<file path="config.mk">
export PLATFORM = sky130hd
export DESIGN_NAME = bytedev_unit
export DESIGN_NICKNAME = d
export VERILOG_FILES = /design/src/rtl/bytedev_pkg.sv /design/src/rtl/bytedev_decode.sv /design/src/rtl/bytedev_mux.sv /design/src/rtl/bytedev_ctrl.sv /design/src/rtl/bytedev_unit.sv
export SDC_FILE = /design/constraint.sdc
export NUM_CORES = 1
export LEC_CHECK = 0
export ABC_AREA = 1
export CAP_MARGIN = 20
export CORE_UTILIZATION = 41
export CTS_CLUSTER_DIAMETER = 100
export DETAILED_ROUTE_END_ITERATION = 12
export GPL_TIMING_DRIVEN = 0
export PLACE_DENSITY = 0.8
export SLEW_MARGIN = 20
export SYNTH_ARGS = -nofsm -noshare
export SYNTH_HDL_FRONTEND = slang
export SYNTH_SLANG_ARGS = --single-unit
export TNS_END_PERCENT = 10
</file>
<file path="constraint.sdc">
create_clock -name clk -period 2.23 [get_ports clk]
set_input_delay 0.223 -clock clk [delete_from_list [all_inputs] [get_ports clk]]
set_output_delay 0.223 -clock clk [all_outputs]
set_load 0.01 [all_outputs]
</file>
<file path="src/rtl/bytedev_pkg.sv">
package bytedev_pkg;
   localparam int unsigned BYTE_W = 8;
   localparam int unsigned CODE_W = 8;

   typedef enum logic [1:0] {
      OP_NONE  = 2'b00,
      OP_PROBE = 2'b01,
      OP_READ  = 2'b10,
      OP_WRITE = 2'b11
   } op_e;

   typedef enum logic [1:0] {
      CC_EQ = 2'b00,
      CC_LT = 2'b01,
      CC_GT = 2'b10
   } cc_e;

   typedef enum logic {
      ST_IDLE = 1'b0,
      ST_XFER = 1'b1
   } st_e;
endpackage

</file>
<file path="src/rtl/bytedev_decode.sv">
module bytedev_decode
   import bytedev_pkg::*;
#(
   parameter int unsigned DEV_CNT = 4
) (
   input  logic [CODE_W-1:0]  code,
   output logic [DEV_CNT-1:0] sel,
   output logic               mapped
);
   // One comparator per present device; codes beyond DEV_CNT match nothing.
   for (genvar g = 0; g < DEV_CNT; g++) begin : g_cmp
      assign sel[g] = (code == CODE_W'(g));
   end

   assign mapped = |sel;
endmodule

</file>
<file path="src/rtl/bytedev_mux.sv">
module bytedev_mux
   import bytedev_pkg::*;
#(
   parameter int unsigned DEV_CNT = 4
) (
   input  logic [DEV_CNT-1:0]        sel,
   input  logic [DEV_CNT-1:0]        rx_valid,
   input  logic [DEV_CNT*BYTE_W-1:0] rx_data,
   input  logic [DEV_CNT-1:0]        tx_ready,
   output logic                      sel_rx_valid,
   output logic [BYTE_W-1:0]         sel_rx_data,
   output logic                      sel_tx_ready
);
   logic [BYTE_W-1:0] masked [DEV_CNT];

   // AND-OR selection: each lane is gated by its select bit, then all lanes are ORed.
   for (genvar g = 0; g < DEV_CNT; g++) begin : g_lane
      assign masked[g] = rx_data[g*BYTE_W +: BYTE_W] & {BYTE_W{sel[g]}};
   end

   always_comb begin
      sel_rx_data = '0;
      for (int i = 0; i < DEV_CNT; i++) begin
         sel_rx_data = sel_rx_data | masked[i];
      end
   end

   assign sel_rx_valid = |(rx_valid & sel);
   assign sel_tx_ready = |(tx_ready & sel);
endmodule

</file>
<file path="src/rtl/bytedev_ctrl.sv">
module bytedev_ctrl
   import bytedev_pkg::*;
#(
   parameter int unsigned ACC_W = 24
) (
   input  logic              clk,
   input  logic              rst_n,
   input  logic              op_valid,
   input  logic [1:0]        op_kind,
   input  logic [CODE_W-1:0] op_dev,
   input  logic [ACC_W-1:0]  acc_in,
   input  logic              mapped,
   input  logic              sel_rx_valid,
   input  logic [BYTE_W-1:0] sel_rx_data,
   input  logic              sel_tx_ready,
   output logic [CODE_W-1:0] code_q,
   output logic              busy,
   output logic              rd_act,
   output logic              wr_act,
   output logic              done,
   output logic              acc_we,
   output logic [ACC_W-1:0]  acc_out,
   output logic              cc_we,
   output logic [1:0]        cc_out,
   output logic [BYTE_W-1:0] tx_byte
);
   localparam int unsigned HI_W = ACC_W - BYTE_W;

   st_e             st_q;
   op_e             kind_q;
   logic [HI_W-1:0] hi_q;
   op_e             kind_in;

   assign kind_in = op_e'(op_kind);
   assign busy    = (st_q == ST_XFER);
   assign rd_act  = busy && (kind_q == OP_READ);
   assign wr_act  = busy && (kind_q == OP_WRITE);

   always_ff @(posedge clk) begin
      if (!rst_n) begin
         st_q    <= ST_IDLE;
         kind_q  <= OP_NONE;
         code_q  <= '0;
         hi_q    <= '0;
         tx_byte <= '0;
         done    <= 1'b0;
         acc_we  <= 1'b0;
         acc_out <= '0;
         cc_we   <= 1'b0;
         cc_out  <= CC_EQ;
      end else begin
         done   <= 1'b0;
         acc_we <= 1'b0;
         cc_we  <= 1'b0;
         unique case (st_q)
            ST_IDLE: begin
               if (op_valid) begin
                  unique case (kind_in)
                     OP_PROBE: begin
                        cc_out <= (mapped && (sel_rx_valid || sel_tx_ready)) ? CC_LT : CC_EQ;
                        cc_we  <= 1'b1;
                        done   <= 1'b1;
                     end
                     OP_READ, OP_WRITE: begin
                        if (mapped) begin
                           st_q    <= ST_XFER;
                           kind_q  <= kind_in;
                           code_q  <= op_dev;
                           hi_q    <= acc_in[ACC_W-1:BYTE_W];
                           tx_byte <= acc_in[BYTE_W-1:0];
                        end else begin
                           done <= 1'b1;
                        end
                     end
                     default: ;
                  endcase
               end
            end
            ST_XFER: begin
               if (kind_q == OP_READ && sel_rx_valid) begin
                  acc_out <= {hi_q, sel_rx_data};
                  acc_we  <= 1'b1;
                  done    <= 1'b1;
                  st_q    <= ST_IDLE;
               end else if (kind_q == OP_WRITE && sel_tx_ready) begin
                  done <= 1'b1;
                  st_q <= ST_IDLE;
               end
            end
            default: st_q <= ST_IDLE;
         endcase
      end
   end
endmodule

</file>
<file path="src/rtl/bytedev_unit.sv">
module bytedev_unit
   import bytedev_pkg::*;
#(
   parameter int unsigned DEV_CNT = 4,
   parameter int unsigned ACC_W   = 24
) (
   input  logic                      clk,
   input  logic                      rst_n,
   input  logic                      op_valid,
   input  logic [1:0]                op_kind,
   input  logic [7:0]                op_dev,
   input  logic [ACC_W-1:0]          acc_in,
   output logic                      busy,
   output logic                      done,
   output logic                      acc_we,
   output logic [ACC_W-1:0]          acc_out,
   output logic                      cc_we,
   output logic [1:0]                cc_out,
   input  logic [DEV_CNT-1:0]        dev_rx_valid,
   input  logic [DEV_CNT*8-1:0]      dev_rx_data,
   output logic [DEV_CNT-1:0]        dev_rx_ready,
   output logic [DEV_CNT-1:0]        dev_tx_valid,
   output logic [7:0]                dev_tx_data,
   input  logic [DEV_CNT-1:0]        dev_tx_ready
);
   localparam int unsigned MAX_DEV = 1 << CODE_W;

   if (DEV_CNT < 1 || DEV_CNT > MAX_DEV) begin : g_bad_cnt
      $error("bytedev_unit: DEV_CNT must lie in 1..256");
   end
   if (ACC_W <= BYTE_W) begin : g_bad_acc
      $error("bytedev_unit: ACC_W must exceed the byte width");
   end

   logic [CODE_W-1:0]  code_q;
   logic [CODE_W-1:0]  code_sel;
   logic [DEV_CNT-1:0] sel;
   logic               mapped;
   logic               sel_rx_valid;
   logic [BYTE_W-1:0]  sel_rx_data;
   logic               sel_tx_ready;
   logic               rd_act;
   logic               wr_act;

   // While a transfer waits, the captured code steers the channel; otherwise the live code does.
   assign code_sel = busy ? code_q : op_dev;

   bytedev_decode #(.DEV_CNT(DEV_CNT)) i_decode (
      .code   (code_sel),
      .sel    (sel),
      .mapped (mapped)
   );

   bytedev_mux #(.DEV_CNT(DEV_CNT)) i_mux (
      .sel          (sel),
      .rx_valid     (dev_rx_valid),
      .rx_data      (dev_rx_data),
      .tx_ready     (dev_tx_ready),
      .sel_rx_valid (sel_rx_valid),
      .sel_rx_data  (sel_rx_data),
      .sel_tx_ready (sel_tx_ready)
   );

   bytedev_ctrl #(.ACC_W(ACC_W)) i_ctrl (
      .clk          (clk),
      .rst_n        (rst_n),
      .op_valid     (op_valid),
      .op_kind      (op_kind),
      .op_dev       (op_dev),
      .acc_in       (acc_in),
      .mapped       (mapped),
      .sel_rx_valid (sel_rx_valid),
      .sel_rx_data  (sel_rx_data),
      .sel_tx_ready (sel_tx_ready),
      .code_q       (code_q),
      .busy         (busy),
      .rd_act       (rd_act),
      .wr_act       (wr_act),
      .done         (done),
      .acc_we       (acc_we),
      .acc_out      (acc_out),
      .cc_we        (cc_we),
      .cc_out       (cc_out),
      .tx_byte      (dev_tx_data)
   );

   assign dev_rx_ready = sel & {DEV_CNT{rd_act}};
   assign dev_tx_valid = sel & {DEV_CNT{wr_act}};
endmodule

</file>
# Yosys cells after proc, flatten, opt, wreduce, memory -nomap -nowiden
# Cells that the tools add are included.
[classes] reduce_logical=16 eq_ne=8 mux=16 n_bitwise=14
[ops] operator="$and 8x8->8" count=4
[ops] operator="$or 8x8->8" count=3
[ops] operator="$and 4x4->4" count=4
[ops] operator="$eq 8x2->1 const B" count=2
[ops] operator="$mux 1" count=12
[ops] operator="$reduce_or 4->1" count=3
[ops] operator="$eq 2x2->1 const B" count=4
[ops] operator="$eq 8x1->1 const B" count=1
[ops] operator="$logic_not 8->1" count=1
[ops] operator="$mux 8" count=1
[ops] operator="$pmux 1 s2" count=3
[ops] operator="$logic_and 1x1->1" count=5
[ops] operator="$reduce_and 2->1" count=2
[ops] operator="$reduce_and 4->1" count=1
[ops] operator="$not 1->1" count=3
[ops] operator="$reduce_and 3->1" count=1
[ops] operator="$reduce_or 3->1" count=1
[ops] operator="$eq 2x1->1 const B" count=1
[ops] operator="$reduce_or 2->1" count=1
[ops] operator="$logic_or 1x1->1" count=1
[word_totals] output_inout_bits=46 ff_bits=64 wordCells=64 in_bits=77

# Logic depth before layout (Yosys ltp)
# Gate-level depths: netlist (run 1).
[logic_depth] depth_word=8 depth_mapped=11 depth_no_buf=10

# Modules after synthesis
# A second synthesis (run 1) with hierarchy kept.
[unflattened] cells_unflattened=494 area_unflattened_um2=3040.4
[modules_own_cells] mod="bytedev_ctrl" instances=1 area_each_um2=2384.8 cells_per_inst=336
[modules_own_cells] mod="bytedev_mux" instances=1 area_each_um2=382.9 cells_per_inst=94
[modules_own_cells] mod="bytedev_unit" instances=1 area_each_um2=165.2 cells_per_inst=42
[modules_own_cells] mod="bytedev_decode" instances=1 area_each_um2=107.6 cells_per_inst=22

# Worst setup path before layout (run 1)
# OpenSTA, ideal clock, no wires.
[synth_path] path_kind="register -> register" startpoint="register i_ctrl.st_q (netlist: i_ctrl.busy)" endpoint="register i_ctrl.acc_out[16]" stages_incl_launch_ff=12 required_time_ns=2.112 t_arrival_ns=1.516 n_path_buf=2 setup_slack_ns=0.596 path_cell_list="dfxtp_1 inv_1 nand3_1 nand2_1 buf_4 nand4_1 nand2_2 nor2_8 nor2_8 buf_4 o21ai_1 nor2_1"
[synth_between] elab_chain_cells=6 word_cells_on_any_way=9
[synth_lines] element="from (decl)" line="bytedev_ctrl.sv:29" source="st_e st_q;"
[synth_lines] element="from (signal assigned)" line="bytedev_ctrl.sv:41" source="st_q <= ST_IDLE;"
[synth_lines] element="from (signal assigned)" line="bytedev_ctrl.sv:66" source="st_q <= ST_XFER;"
[synth_lines] element="from (signal assigned)" line="bytedev_ctrl.sv:84" source="st_q <= ST_IDLE;"
[synth_lines] element="$mux 8" line="bytedev_unit.sv:46" source="assign code_sel = busy ? code_q : op_dev;"
[synth_lines] element="$eq 8x1->1 (tied with other cells)" line="bytedev_decode.sv:12" source="assign sel[g] = (code == CODE_W'(g));"
[synth_lines] element="$and 4x4->4" line="bytedev_mux.sv:28" source="assign sel_rx_valid = |(rx_valid & sel);"
[synth_lines] element="$reduce_or 4->1" line="bytedev_mux.sv:28"
[synth_lines] element="$logic_and 1x1->1" line="bytedev_ctrl.sv:80" source="if (kind_q == OP_READ && sel_rx_valid) begin"
[synth_lines] element="$reduce_and 2->1 (no source line) *"
[synth_lines] element="to (signal assigned)" line="bytedev_ctrl.sv:81" source="acc_out <= {hi_q, sel_rx_data};"
[synth_lines] element="to (decl)" line="bytedev_ctrl.sv:22" source="output logic [ACC_W-1:0] acc_out,"
# Mark *: on every way between the ends. The rest lies on a longest branch, timed or not.
# A chain may end at the register's enable or synchronous reset.

# Worst setup path in the final report (run 1)
[layout_path] startpoint="register i_ctrl.st_q (netlist: i_ctrl.busy)" endpoint="output port dev_tx_valid[1]"
[layout_between] elab_chain_cells=3 word_cells_on_any_way=4
[layout_lines] element="$mux 8" line="bytedev_unit.sv:46"
[layout_lines] element="$eq 8x1->1" line="bytedev_decode.sv:12"
[layout_lines] element="$and 4x4->4 *" line="bytedev_unit.sv:88" source="assign dev_tx_valid = sel & {DEV_CNT{wr_act}};"
[layout_lines] element="to (decl)" line="bytedev_unit.sv:22" source="output logic [DEV_CNT-1:0] dev_tx_valid,"
# Marked as above.

==> results of run 1 <==
## metrics by stage
| stage | worst slack [ns] | instance area [um2] | hold slack (ns) | utilization, % |
|---|---|---|---|---|
| after floorplan | 0.5963 | 2680 | 0.3003 | - |
| after global placement | -0.2174 | 3988 | 0.4261 | 63.16 |
| after detailed placement | -0.2426 | 3988 | 0.4313 | 63.16 |
| after CTS | 0.003101 | 4212 | 0.4422 | 66.71 |
| after global routing | 0.04943 | 4224 | 0.4611 | 66.90 |
| final | 0.1867 | 4224 | 0.4397 | 66.90 |
## sequential cells by signal (all words and copies together), names as in the netlist
| signal | count |
|---|---|
| i_ctrl.acc_out | 24 |
| i_ctrl.hi_q | 16 |
| i_ctrl.code_q | 8 |
| i_ctrl.tx_byte | 8 |
| i_ctrl.kind_q | 2 |
| i_ctrl.acc_we | 1 |
| i_ctrl.busy | 1 |
| i_ctrl.cc_out | 1 |
| i_ctrl.cc_we | 1 |
| i_ctrl.done | 1 |
## power groups by stage
stage	Clock [mW]	Combinational (mW)	Sequential (mW)
2_1_floorplan	0	0.0455	1.16
3_3_place_gp	0	0.200	1.16
3_5_place_dp	0	0.203	1.16
4_1_cts	1.01	0.206	1.13
5_1_grt	1.06	0.221	1.13
6_report	0.994	0.206	1.13
## routing by layer
metal / global-route usage (%) / up-vias / wire (um)
met4: 8.621 / 0 / 97
met1: 27.63 / 1334 / 3457
met3: 7.455 / 12 / 521
li1: - / 1495 / -
met2: 38.82 / 99 / 3677
met5: 0 / - / 0
## what timing repair did
item	in CTS	in global routing
gates cloned	0	0
pin swaps	2	0
endpoints found under the setup margin	8	4
resized for setup	10	5
setup buffers	2	0
## cell families after synthesis
| group | count (synthesis) | share of synthesized area (%) |
|---|---|---|
| other | 1 | 0.1399 |
| and+or+nand+nor | 188 | 30.77 |
| AOI/OAI and AO/OA | 79 | 14.99 |
| DFF | 63 | 47.06 |
| buffers and inverters | 41 | 7.049 |
## critical path, stage by stage, from the launching register on
cell	delay [ns]
dfxtp_2	0.35
buf_6	0.14
nand3_1	0.12
nand2_2	0.09
buf_4	0.16
inv_1	0.10
nor2_4	0.12
inv_1	0.05
nor2_1	0.07
dlygate4sd2_1	0.28
## layout make-up
class,count,share of cell area (%)
plain buffers,22,2.903
multi-input cells,268,29.41
clock buffers,12,3.673
clock inverters,3,1.007
flip-flops and latches,63,29.89
inverters,19,1.688
well taps,77,2.281
repair buffers,123,29.15
## worst max path at each step
stage,end,start,slack [ns]
after global routing,dev_rx_ready[0],i_ctrl.busy$_SDFF_PN0_,0.05
after global placement,dev_rx_ready[1],op_dev[0],-0.22
final,dev_tx_valid[1],i_ctrl.busy$_SDFF_PN0_,0.19
after detailed placement,dev_tx_valid[1],op_dev[6],-0.24
after CTS,dev_rx_ready[3],i_ctrl.busy$_SDFF_PN0_,0.003
after floorplan,i_ctrl.acc_out[16]$_SDFFE_PN0P_,i_ctrl.busy$_SDFF_PN0_,0.60
## cell usage in the layout (no fill, tap or decap), types with 4 or more instances in the layout
master	synthesis	final
clkdlybuf4s50_1	0	113
nor2_1	84	84
dfxtp_1	63	62
nand2_1	52	51
o21ai_0	32	32
a21oi_1	24	24
o21ai_1	21	21
nor3_1	19	19
inv_1	19	18
nand3_1	15	15
clkbuf_1	11	11
clkbuf_8	0	11
nand4_1	8	8
buf_4	6	7
nand2_2	3	4
buf_2	4	4
dlygate4sd2_1	0	4
dlymetal6s2s_1	0	4
==> results.yml, run 1 <==
sta:
  timing.fmax_ghz: 0.4894
  finClkSkew_ns: 0.007915
  drv_slew: 0
  rsz0062_at_grt: "no"
  hold_viol_final: 0
  setup_tns_ns: 0
  setup_violations: 0
  post-route-period-util_pct: 91.63
  period_needed_ns: 2.043
detailed_routing:
  ant_nets: 0
  via_per_inst: 5.009
  wl_per_cell_um: 13.21
  firstDrtPassIters: 4
  drt_iter0_markers: 118
  via_count: 2940
  drt-total-wl_mm: 7.754
  drc: 0
placement:
  port_buffers: 121
  dp.cells: 570
  hpwlAfterDp_mm: 5.663
  gp_congestion: 0.8425
pwr:
  power_mw: 2.331
  p_seq_share_pct: 48.5
  leakage_nw: 1.817
  powerDensity_nw_per_um2: 551.9
  switching_power_mw: 0.4940
  p_int_mw: 1.837
  clock_power_share_pct: 42.6
  p_sw_share_pct: 21.19
  ir_drop_uv: 525.0
  pwr-share-comb_pct: 8.8
yosys:
  syn_inst: 372
  synth_top_cell_area_share_pct: 47.06
  syn_nets: 449
  synth_most_common_cell: "nor2_1"
  synth.area.top_cells: "dfxtp_1 47%, nor2_1 12%, nand2_1 7.3%"
  async_flop_share_pct: 0
  ys_top_cells_by_count: "84 x nor2_1, 63 x dfxtp_1, 52 x nand2_1"
  ys_warn_count: 0
  yosys_register_bits: 63
  synth-edff-count: 0
  yosysTopAreaCell: "dfxtp_1"
  netlist_area_um2: 2680
  synth_seq_area_share_pct: 47.06
  post_synth.cell_area_avg_um2: 7.204
  synth-main-ff-cell: "dfxtp_1"
  synth_cell_type_count: 22
final_layout:
  area_growth_pct: 57.61
  seqCellArea_um2: 1262
  nets: 583
  drive_gt1_share_pct: 7.843
  finalNonFillerCells: 587
  diodes: 0
  fillCellCount: 564
  multi_input_area_um2: 1242
cts:
  cts.path.max_buffers: 2
  clk_pin_slew_ns: 0.07
  cts_max_level: 3
  clock_sinks: 63
  cts_hold_buf: 0
  clock_latency_ns: 0.34
  numCtsBuffers: 9
  cts_tree: "done"
  cts_root_buf: "clkbuf_8"
die:
  io-pin-count: 123
  rows: 29
  die_x_um: 82.85
  initial_core_util_pct: 42.45
  core_um2: 6314
  die_h_um: 82.85
  die_area_um2: 6864
global_route:
  antenna_found_initial: 0
  grt_max_degree: 11
  gr-total-overflow: 0
  grt_pass1_wl_mm: 12.91
  track_usage_pct: 23.16
  grt_pass1_vias: 2816
job:
  drv_cap: 0
critical_path:
  ff2ff_setup_slack_ns: 0.38
  worstPathMaxFanout: 10
  critical_path_required_ns: 2.01
  reg2reg_from: "i_ctrl.busy$_SDFF_PN0_"
  arrival_ns: 1.82
  r2r_end: "i_ctrl.hi_q[6]$_SDFFE_PN0P_"
  end_kind: "output pin"
  cp-start-kind: "flop"
  crit_type: "flop to output pin"
  worstRegToRegCells: 10
min_path:
  hold_end: "i_ctrl.code_q[5]$_SDFFE_PN0P_"
  min_from: "i_ctrl.code_q[5]$_SDFFE_PN0P_"
  hp-class: "flop to flop"
  worstHoldPathCells: 2
status:
  status: "finished clean"
No activity file was read; power rests on OpenSTA's default activity.
==> run 2, diff against run 1 <==
Settings changed: CAP_MARGIN 20 to 10.
==> results of run 2 <==
No change in the layout: final DEF, timing and power equal those of run 1.
